## config.mk

```make
export PLATFORM = sky130hd
export DESIGN_NAME = pin_irq_chan
export DESIGN_NICKNAME = d
export VERILOG_FILES = /design/src/rtl/pin_irq_pkg.sv /design/src/rtl/pin_irq_sync.sv /design/src/rtl/pin_irq_route.sv /design/src/rtl/pin_irq_detect.sv /design/src/rtl/pin_irq_chan.sv
export SDC_FILE = /design/constraint.sdc
export NUM_CORES = 1
export LEC_CHECK = 0
export ABC_AREA = 1
export BUFFER_PORTS_ARGS = -buffer_cell sky130_fd_sc_hd__buf_4
export CAP_MARGIN = 20
export CORE_UTILIZATION = 46
export DETAILED_ROUTE_END_ITERATION = 8
export HOLD_SLACK_MARGIN = 0.15
export PLACE_DENSITY = 0.75
export SETUP_SLACK_MARGIN = 0.05
export SYNTH_ARGS = -nofsm -noshare
export SYNTH_HDL_FRONTEND = slang
export SYNTH_SLANG_ARGS = --single-unit
```

## constraint.sdc

```tcl
create_clock -name clk_i -period 1.8 [get_ports clk_i]
set_clock_uncertainty 0.05 [all_clocks]
set_input_delay 0.18 -clock clk_i [delete_from_list [all_inputs] [get_ports clk_i]]
set_output_delay 0.18 -clock clk_i [all_outputs]
set_load 0.01 [all_outputs]
```

## src/rtl/pin_irq_pkg.sv

```systemverilog
package pin_irq_pkg;
  localparam int REG_AW = 4;
  localparam int REG_DW = 32;

  typedef enum logic [REG_AW-1:0] {
    ADR_ROUTE    = 4'd0,
    ADR_TRIG     = 4'd1,
    ADR_POL      = 4'd2,
    ADR_MASK_SET = 4'd3,
    ADR_MASK_CLR = 4'd4,
    ADR_LAT_SET  = 4'd5,
    ADR_LAT_CLR  = 4'd6,
    ADR_PIN      = 4'd7
  } reg_adr_e;
endpackage

```

## src/rtl/pin_irq_sync.sv

```systemverilog
module pin_irq_sync #(
  parameter int W      = 64,
  parameter int STAGES = 2
) (
  input  logic         clk_i,
  input  logic         rst_ni,
  input  logic [W-1:0] d_i,
  output logic [W-1:0] q_o
);
  logic [W-1:0] st_q [STAGES];

  for (genvar s = 0; s < STAGES; s++) begin : g_stage
    always_ff @(posedge clk_i or negedge rst_ni) begin
      if (!rst_ni) st_q[s] <= '0;
      else if (s == 0) st_q[s] <= d_i;
      else st_q[s] <= st_q[(s > 0) ? s-1 : 0];
    end
  end

  assign q_o = st_q[STAGES-1];
endmodule

```

## src/rtl/pin_irq_route.sv

```systemverilog
module pin_irq_route #(
  parameter int NUM_HP = 8,
  parameter int SLOTS  = 4,
  parameter int SEL_W  = 3
) (
  input  logic [NUM_HP*8-1:0]    pins_i,
  input  logic [SLOTS*SEL_W-1:0] sel_i,
  output logic [SLOTS*8-1:0]     ch_o
);
  for (genvar k = 0; k < SLOTS; k++) begin : g_slot
    always_comb begin
      ch_o[k*8 +: 8] = '0;
      for (int h = 0; h < NUM_HP; h++) begin
        if (sel_i[k*SEL_W +: SEL_W] == SEL_W'(h)) ch_o[k*8 +: 8] = pins_i[h*8 +: 8];
      end
    end
  end
endmodule

```

## src/rtl/pin_irq_detect.sv

```systemverilog
module pin_irq_detect #(
  parameter int W = 32
) (
  input  logic         clk_i,
  input  logic         rst_ni,
  input  logic [W-1:0] lvl_i,
  input  logic [W-1:0] edge_mode_i,
  input  logic [W-1:0] pol_i,
  output logic [W-1:0] hit_o
);
  logic [W-1:0] prev_q, act, act_prev;

  always_ff @(posedge clk_i or negedge rst_ni) begin
    if (!rst_ni) prev_q <= '0;
    else         prev_q <= lvl_i;
  end

  // polarity applied to both samples so a polarity change on a steady pin is no edge
  assign act      = lvl_i ^ pol_i;
  assign act_prev = prev_q ^ pol_i;
  assign hit_o    = (edge_mode_i & act & ~act_prev) | (~edge_mode_i & act);
endmodule

```

## src/rtl/pin_irq_chan.sv

```systemverilog
module pin_irq_chan
  import pin_irq_pkg::*;
#(
  parameter int NUM_HP      = 8,
  parameter int SLOTS       = 4,
  parameter int SYNC_STAGES = 2
) (
  input  logic                  clk_i,
  input  logic                  rst_ni,
  input  logic [NUM_HP*8-1:0]   pins_i,
  input  logic                  reg_we_i,
  input  logic [REG_AW-1:0]     reg_addr_i,
  input  logic [REG_DW-1:0]     reg_wdata_i,
  output logic [REG_DW-1:0]     reg_rdata_o,
  output logic                  irq_o
);
  localparam int NPIN  = NUM_HP * 8;
  localparam int CH_W  = SLOTS * 8;
  localparam int SEL_W = (NUM_HP > 1) ? $clog2(NUM_HP) : 1;

  logic [NPIN-1:0]        pins_s;
  logic [SLOTS*SEL_W-1:0] sel_q;
  logic [CH_W-1:0]        routed, hit, trig_q, pol_q, mask_q, latch_q;
  logic [CH_W-1:0]        wbits, lat_set, lat_clr;
  logic [REG_DW-1:0]      rd_route;

  pin_irq_sync #(.W(NPIN), .STAGES(SYNC_STAGES)) u_sync (
    .clk_i(clk_i), .rst_ni(rst_ni), .d_i(pins_i), .q_o(pins_s)
  );

  pin_irq_route #(.NUM_HP(NUM_HP), .SLOTS(SLOTS), .SEL_W(SEL_W)) u_route (
    .pins_i(pins_s), .sel_i(sel_q), .ch_o(routed)
  );

  pin_irq_detect #(.W(CH_W)) u_det (
    .clk_i(clk_i), .rst_ni(rst_ni), .lvl_i(routed),
    .edge_mode_i(trig_q), .pol_i(pol_q), .hit_o(hit)
  );

  assign wbits   = reg_wdata_i[CH_W-1:0];
  assign lat_set = (reg_we_i && reg_addr_i == ADR_LAT_SET) ? wbits : '0;
  assign lat_clr = (reg_we_i && reg_addr_i == ADR_LAT_CLR) ? wbits : '0;

  always_ff @(posedge clk_i or negedge rst_ni) begin
    if (!rst_ni) begin
      sel_q   <= '0;
      trig_q  <= '0;
      pol_q   <= '0;
      mask_q  <= '0;
      latch_q <= '0;
    end else begin
      if (reg_we_i) begin
        unique case (reg_addr_i)
          ADR_ROUTE: begin
            for (int k = 0; k < SLOTS; k++) sel_q[k*SEL_W +: SEL_W] <= reg_wdata_i[k*8 +: SEL_W];
          end
          ADR_TRIG:     trig_q <= wbits;
          ADR_POL:      pol_q  <= wbits;
          ADR_MASK_SET: mask_q <= mask_q | wbits;
          ADR_MASK_CLR: mask_q <= mask_q & ~wbits;
          default: ;
        endcase
      end
      // a hit in the same cycle overrides a clear
      latch_q <= (latch_q & ~lat_clr) | lat_set | hit;
    end
  end

  always_comb begin
    rd_route = '0;
    for (int k = 0; k < SLOTS; k++) rd_route[k*8 +: SEL_W] = sel_q[k*SEL_W +: SEL_W];
  end

  always_comb begin
    case (reg_addr_i)
      ADR_ROUTE:                reg_rdata_o = rd_route;
      ADR_TRIG:                 reg_rdata_o = REG_DW'(trig_q);
      ADR_POL:                  reg_rdata_o = REG_DW'(pol_q);
      ADR_MASK_SET, ADR_MASK_CLR: reg_rdata_o = REG_DW'(mask_q);
      ADR_LAT_SET, ADR_LAT_CLR:   reg_rdata_o = REG_DW'(latch_q);
      ADR_PIN:                  reg_rdata_o = REG_DW'(routed);
      default:                  reg_rdata_o = '0;
    endcase
  end

  assign irq_o = |(latch_q & mask_q);
endmodule

```

==> results.json, run 1 <==
{
  "status": "complete, but fails checks",
  "violations": "negative setup slack",
  "ys_types": 38,
  "grt_use_met1_pct": 43.8,
  "synth_flop_cell": "dfrtp_1",
  "placed_area_um2": 16900,
  "tightest_slew_ns": 0.446,
  "yosysSeqAreaShare_pct": 53.5,
  "synthCells": 1741,
  "cellPowerDensity_nw_per_um2": 1120,
  "avgViaCountPerCell": 5.72,
  "dp_hpwl_um": 35700,
  "internal_power_uw": 15700,
  "portBuffers": 135,
  "fill_cells": 2137,
  "die_h_um": 177,
  "rows": 63,
  "use_met2_pct": 55.3,
  "cts_root_buf": "clkbuf_16",
  "grt_setup_unrepaired": "yes",
  "finalSetupViolations": 56,
  "grt_pass1_wl_um": 81400,
  "track_usage_pct": 34.3,
  "fin_area_um2": 21200,
  "drc": 0,
  "drive_gt1_share_pct": 34.1,
  "period_minus_slack_ns": 2.55,
  "report.final.slew_viol_count": 0,
  "fin_nets": 2306,
  "async_flop_share_pct": 100,
  "gp_congestion": 1.01,
  "clk_pin_slew_worst_paths_ns": 0.07,
  "numClockSinks": 300,
  "fin_hold_ws_ns": 0.187,
  "wire_per_inst_um": 21.0,
  "fp.coreArea_um2": 29800,
  "syn_nets": 1844,
  "num_vias": 15000,
  "wl_um": 54900,
  "dieArea_um2": 31200,
  "end_kind": "output port",
  "cts_tree": "done",
  "fmax_ghz": 0.392,
  "yosysWarnings": 0,
  "finalPower_uw": 23700,
  "clk_latency_ns": 0.57,
  "ys_seq_elements": 300,
  "drt_iter0_drc": 1643,
  "clkPwrFrac_pct": 29.5,
  "cp.required_ns": 1.57,
  "grt_max_degree": 80,
  "path_class": "reg -> out",
  "post-route-period-util_pct": 142,
  "worstHoldPathType": "in -> reg",
  "fin_ws_ns": -0.753,
  "synth-edff-count": 0,
  "first_global_vias": 14700,
  "power_switching_share_pct": 33.9,
  "use_met3_pct": 5.77,
  "max-slew-margin-rel_pct": 70.3,
  "netlist_area_um2": 14000,
  "avgSynthCellArea_um2": 8.05,
  "postRouteAntennaNets": 0,
  "ir_worst_vdd_mv": 1.08,
  "firstDrtPassIters": 6,
  "diodes": 0,
  "power_switching_uw": 8040,
  "dieWidth_um": 177,
  "overflow": 0,
  "cts_made_buffers": 31,
  "htreeDepth": 1,
  "busiest_layer": "met2",
  "io_pins": 136,
  "leakage_uw": 0.0102,
  "power_frac_seq_pct": 36.5,
  "path_max_fanout": 7,
  "worstPathArrival_ns": 2.32,
  "grt_antenna_before_repair": 0,
  "hold_violations": 0,
  "maxCapViolCount": 0,
  "start_util_pct": 47.1,
  "p_comb_share_pct": 34.1,
  "areaGrowthSynthToFinish_pct": 50.9,
  "clk_path_buf_depth": 3,
  "startpoint_type": "flop"
}
layer usage:
metal,vias up,routed length (µm)
li1,6636,-
met3,241,5140
met1,7149,20400
met2,936,25800
met5,-,0
met4,0,3530
cells in the mapped netlist (2+ instances only):
| library cell | count | area share [%] |
|---|---|---|
| inv_2 | 13 | 0.35 |
| nand2_1 | 470 | 13 |
| nor2_4 | 2 | 0.16 |
| and3_1 | 3 | 0.13 |
| a221oi_1 | 15 | 0.94 |
| buf_2 | 32 | 1.1 |
| o21ai_1 | 54 | 1.9 |
| o221ai_1 | 3 | 0.19 |
| nand2_2 | 4 | 0.18 |
| nor3_2 | 3 | 0.21 |
| or2_0 | 3 | 0.13 |
| nor2_1 | 75 | 2.0 |
| or2_2 | 4 | 0.18 |
| inv_1 | 230 | 6.2 |
| a211oi_1 | 3 | 0.16 |
| o22ai_1 | 19 | 0.85 |
| a21oi_1 | 126 | 4.5 |
| o21ai_0 | 122 | 4.4 |
| nand3_1 | 145 | 5.2 |
| nor3_1 | 12 | 0.43 |
| a22oi_1 | 22 | 1.2 |
| nor2_2 | 2 | 0.089 |
| clkbuf_1 | 24 | 0.64 |
| nand4_1 | 40 | 1.8 |
| nor3_4 | 2 | 0.23 |
| dfrtp_1 | 300 | 54 |
| clkinv_1 | 2 | 0.054 |
placed cells by master, fill, tap and decap left out, drive strengths merged, types with 40 or more instances in the layout:
| cell | synthesis | final |
|---|---|---|
| nand2 | 474 | 474 |
| clkbuf | 25 | 40 |
| o21ai | 177 | 177 |
| dfrtp | 300 | 300 |
| buf | 33 | 386 |
| nand3 | 146 | 147 |
| dlygate4sd3 | 0 | 99 |
| nand4 | 40 | 40 |
| nor2 | 79 | 79 |
| a21oi | 126 | 126 |
| inv | 243 | 244 |
final timing paths:
kind                             startpoint         endpoint  slack [ns]  depth (start not counted)
min in group asynchronous            rst_ni        async pin        0.21                          3
max reg2reg                        sel_q[5]      latch_q[12]       -0.56                         17
min reg2reg                u_sync.st_q[109]   u_sync.q_o[45]        0.29                          0
max                               sel_q[11]  reg_rdata_o[31]       -0.75                          9
min                           reg_addr_i[1]       latch_q[8]        0.19                          5
max in group asynchronous            rst_ni      latch_q[10]        0.56                          4
through the flow:
step	TNS [ns]	cells	util (%)	worst slack, ns
finish	-24.46	2617	71.0	-0.753
CTS	-23.18	2591	67.3	-0.679
global placement	-5.42	2391	56.8	-0.245
floorplan	0	1741	-	0.0586
detailed placement	-6.82	2391	56.8	-0.228
global route	-28.95	2617	71.0	-0.814
power by group through the flow:
stage          clock network, µW  logic, µW  registers, µW
4_1_cts                     7060       6680           8570
2_1_floorplan                  0       2910           8360
6_report                    6990       8080           8660
3_3_place_gp                   0       5310           8590
5_1_grt                     7320       8660           8740
3_5_place_dp                   0       5450           8630
critical path, cell delays in order, from the launching register on:
cell and delay [ns]:
dfrtp_1 0.42, clkinv_4 0.15, buf_6 0.15, nand3_4 0.09, nor2_4 0.05, nor3_4 0.20, nand4_1 0.26, nand2_2 0.19
o21ai_2 0.07, buf_4 0.15
logic make-up (layout without fill, tap and decap cells):
family | after synthesis | after routing | synth area share (%)
simple gates | 769 | 770 | 23.7
compound gates | 369 | 369 | 14.4
flops | 300 | 300 | 53.5
buf+inv | 303 | 788 | 8.43
cell type report:
class | count | area [µm²] | area share [%]
flip-flops and latches | 300 | 7520 | 35.5
repair buffers | 486 | 4570 | 21.6
inverters | 245 | 950 | 4.49
clock buffers | 39 | 856 | 4.04
clock inverters | 18 | 263 | 1.24
well taps | 390 | 488 | 2.31
multi-input cells | 1139 | 6530 | 30.8
timing repair:
action                                  CTS  global route
pin swaps                                69           110
endpoints found under the hold margin   504             0
cloned                                    2             3
resized for setup                       208           241
endpoints found under the setup margin   78            82
buffers inserted                         53            43
hold buffers                             99             0
No activity file was read; power rests on OpenSTA's default activity.
==> run 2: changes to the inputs <==
- PLACE_DENSITY: 0.75 -> 0.74
- SYNTH_HIERARCHICAL: default -> 1
==> results.json, run 2 <==
{
  "status": "complete, but fails checks",
  "violations": "negative setup slack",
  "final_common_cell": "nand2_1",
  "rows": 66,
  "grt_max_degree": 59,
  "grt_setup_unrepaired": "yes",
  "yosysSeqAreaShare_pct": 48.9,
  "critical_path_cell_count": 11,
  "hold_violations": 0,
  "tightest_slew_ns": 0.484,
  "synth_flop_cell": "dfrtp_1",
  "clk_path_buf_depth": 3,
  "synth_most_common_cell": "nand2_1",
  "max-slew-margin-rel_pct": 67.7,
  "wire_per_inst_um": 18.8,
  "cpPeakStageDelay_ns": 0.42,
  "synth_common_cells": "nand2_1, dfrtp_1, nand3_1, nand4_1, nor2_1",
  "numClockSinks": 300,
  "fmax_ghz": 0.371,
  "crit_path_start": "sel_q[9]",
  "portBuffers": 135,
  "path_cells": "buf_12 -> buf_8 -> nand4_1 -> nand4_1 -> nor2_2 -> nand4_1 -> nand3_1 -> nand2_1 -> nor2_2 -> nand3_1 -> buf_4",
  "syn_nets": 2041,
  "avgViaCountPerCell": 5.57,
  "yosysTopAreaCell": "dfrtp_1",
  "cellPowerDensity_nw_per_um2": 1150,
  "worstHoldPathType": "in -> reg",
  "io_pins": 136,
  "diodes": 0,
  "r2r-start": "sel_q[10]",
  "cp_slowest_cell": "dfrtp_1",
  "final_cell_mix": "nand2_1, dfrtp_1, buf_4",
  "r2r_slack_ns": -0.70,
  "firstDrtPassIters": 6,
  "areaGrowthSynthToFinish_pct": 34.7,
  "cp_top_family": "simple AND/OR/NAND/NOR gates",
  "cp.required_ns": 1.57,
  "die_h_um": 185,
  "overflow": 0,
  "htreeDepth": 1,
  "start_util_pct": 47.0,
  "grt_pass1_wl_um": 77600,
  "finalSetupViolations": 68,
  "postRouteAntennaNets": 0,
  "worst-path-buf-inv": 3,
  "crit_end": "reg_rdata_o[30]",
  "synthCells": 1938,
  "async_flop_share_pct": 100,
  "dp_hpwl_um": 33100,
  "yosysWarnings": 6,
  "avgSynthCellArea_um2": 7.93,
  "num_vias": 15200,
  "report.final.slew_viol_count": 0,
  "path_class": "reg -> out",
  "dieArea_um2": 34100,
  "gp_congestion": 0.889,
  "clk_latency_ns": 0.57,
  "fin_ws_ns": -0.899,
  "synth-edff-count": 0,
  "wl_um": 51200,
  "ys_types": 22,
  "finish.utilization_pct": 63.3,
  "drc": 0,
  "path_max_fanout": 9,
  "leakage_uw": 0.00965,
  "synth_top_area_share_pct": 48.9,
  "cts_root_buf": "clkbuf_16",
  "dieWidth_um": 185,
  "fin_hold_ws_ns": 0.201,
  "drive_gt1_share_pct": 25.7,
  "worst_path_most_repeated_cell": "nand4_1",
  "cts_made_buffers": 31,
  "dp_slack_ns": -0.341,
  "fill_cells": 2705,
  "netlist_area_um2": 15400,
  "r2r_end": "latch_q[26]",
  "drt_iter0_drc": 1705,
  "first_global_vias": 14500,
  "ys_seq_elements": 300,
  "track_usage_pct": 29.6,
  "grt_antenna_before_repair": 0,
  "clk_pin_slew_worst_paths_ns": 0.07,
  "worstPathArrival_ns": 2.47,
  "fp.coreArea_um2": 32700,
  "end_kind": "output port",
  "ir_worst_vdd_mv": 0.764,
  "post-route-period-util_pct": 150,
  "cts_tree": "done",
  "maxCapViolCount": 0,
  "startpoint_type": "flop",
  "period_minus_slack_ns": 2.70,
  "synth.area.top_cells": "dfrtp_1, nand2_1, nand4_1, nand3_1, nor2_1",
  "reg2regPathDepth": 17,
  "fin_nets": 2363
}
==> run 2: cell count changes after synthesis, sizes merged, moves of 15 or more <==
cell    before  now
a221oi      15    0
a22oi       22    0
a21oi      126    0
nand2      474  578
o21ai      177   57
o21a         1   54
buf         33  131
nor2        79  234
o22ai       19    0
nand3      146  209
nand4       40  192
inv        243  148
==> run 2: area by class of cell <==
type,instances,area (µm²),area share [%]
sequential,300,7520,36.3
multi-input combinational,1338,6760,32.7
timing repair buffer,436,4170,20.2
clock buffer,40,850,4.11
inverter,148,591,2.85
tap,442,553,2.67
clock inverter,16,206,0.998
timing repair inverter,5,41.3,0.200
==> run 2: stage by stage <==
stage / cells / power, µW / TNS (ns) / instance area (µm²)
finish: 2725 / 23800 / -31.33 / 20700
global route: 2725 / 25000 / -37.10 / 20700
CTS: 2705 / 23100 / -30.37 / 20200
detailed placement: 2490 / 15200 / -11.49 / 17200
global placement: 2490 / 15000 / -9.41 / 17200
floorplan: 1938 / 12500 / 0 / 15400
==> run 2: worst min path at each step <==
| stage | startpoint | to | depth (start not counted) |
|---|---|---|---|
| global route | pins_i[58] | u_sync/st_q[122] | 2 |
| global placement | rst_ni | u_sync/st_q[93] | 1 |
| finish | pins_i[61] | u_sync/st_q[125] | 2 |
| floorplan | rst_ni | async pin | 0 |
| CTS | pins_i[53] | u_sync/st_q[117] | 2 |
| detailed placement | rst_ni | latch_q[25] | 1 |
==> run 2: cell families after synthesis <==
group | Yosys count | synth area share (%)
AO/OA/AOI/OAI | 111 | 4.50
buffers and inverters | 301 | 9.98
flip-flops | 300 | 48.9
AND/OR/NAND/NOR | 1226 | 36.7
==> run 2: metal layers <==
layer	wire length [µm]	share of wire [%]	vias to the layer above	GRT usage, %
li1	-	-	6970	-
met1	20400	40	7257	38.3
met2	24700	48	810	49.3
met3	4390	8.6	142	5.30
met4	1790	3.5	0	11.6
met5	0	0	-	0
==> run 2: what timing repair did <==
item | 4_1_cts | 5_1_grt
endpoints found under the setup margin | 65 | 75
hold buffers | 102 | 0
gates resized for setup | 112 | 125
gates cloned | 8 | 1
endpoints found under the hold margin | 504 | 0
buffers inserted | 59 | 29
pin swaps | 98 | 103
==> run 2: power breakdown <==
| group | total [µW] | switching [µW] | internal, µW |
|---|---|---|---|
| Sequential | 8810 | 963 | 7850 |
| Combinational | 8350 | 4580 | 3780 |
| Clock | 6660 | 2750 | 3910 |
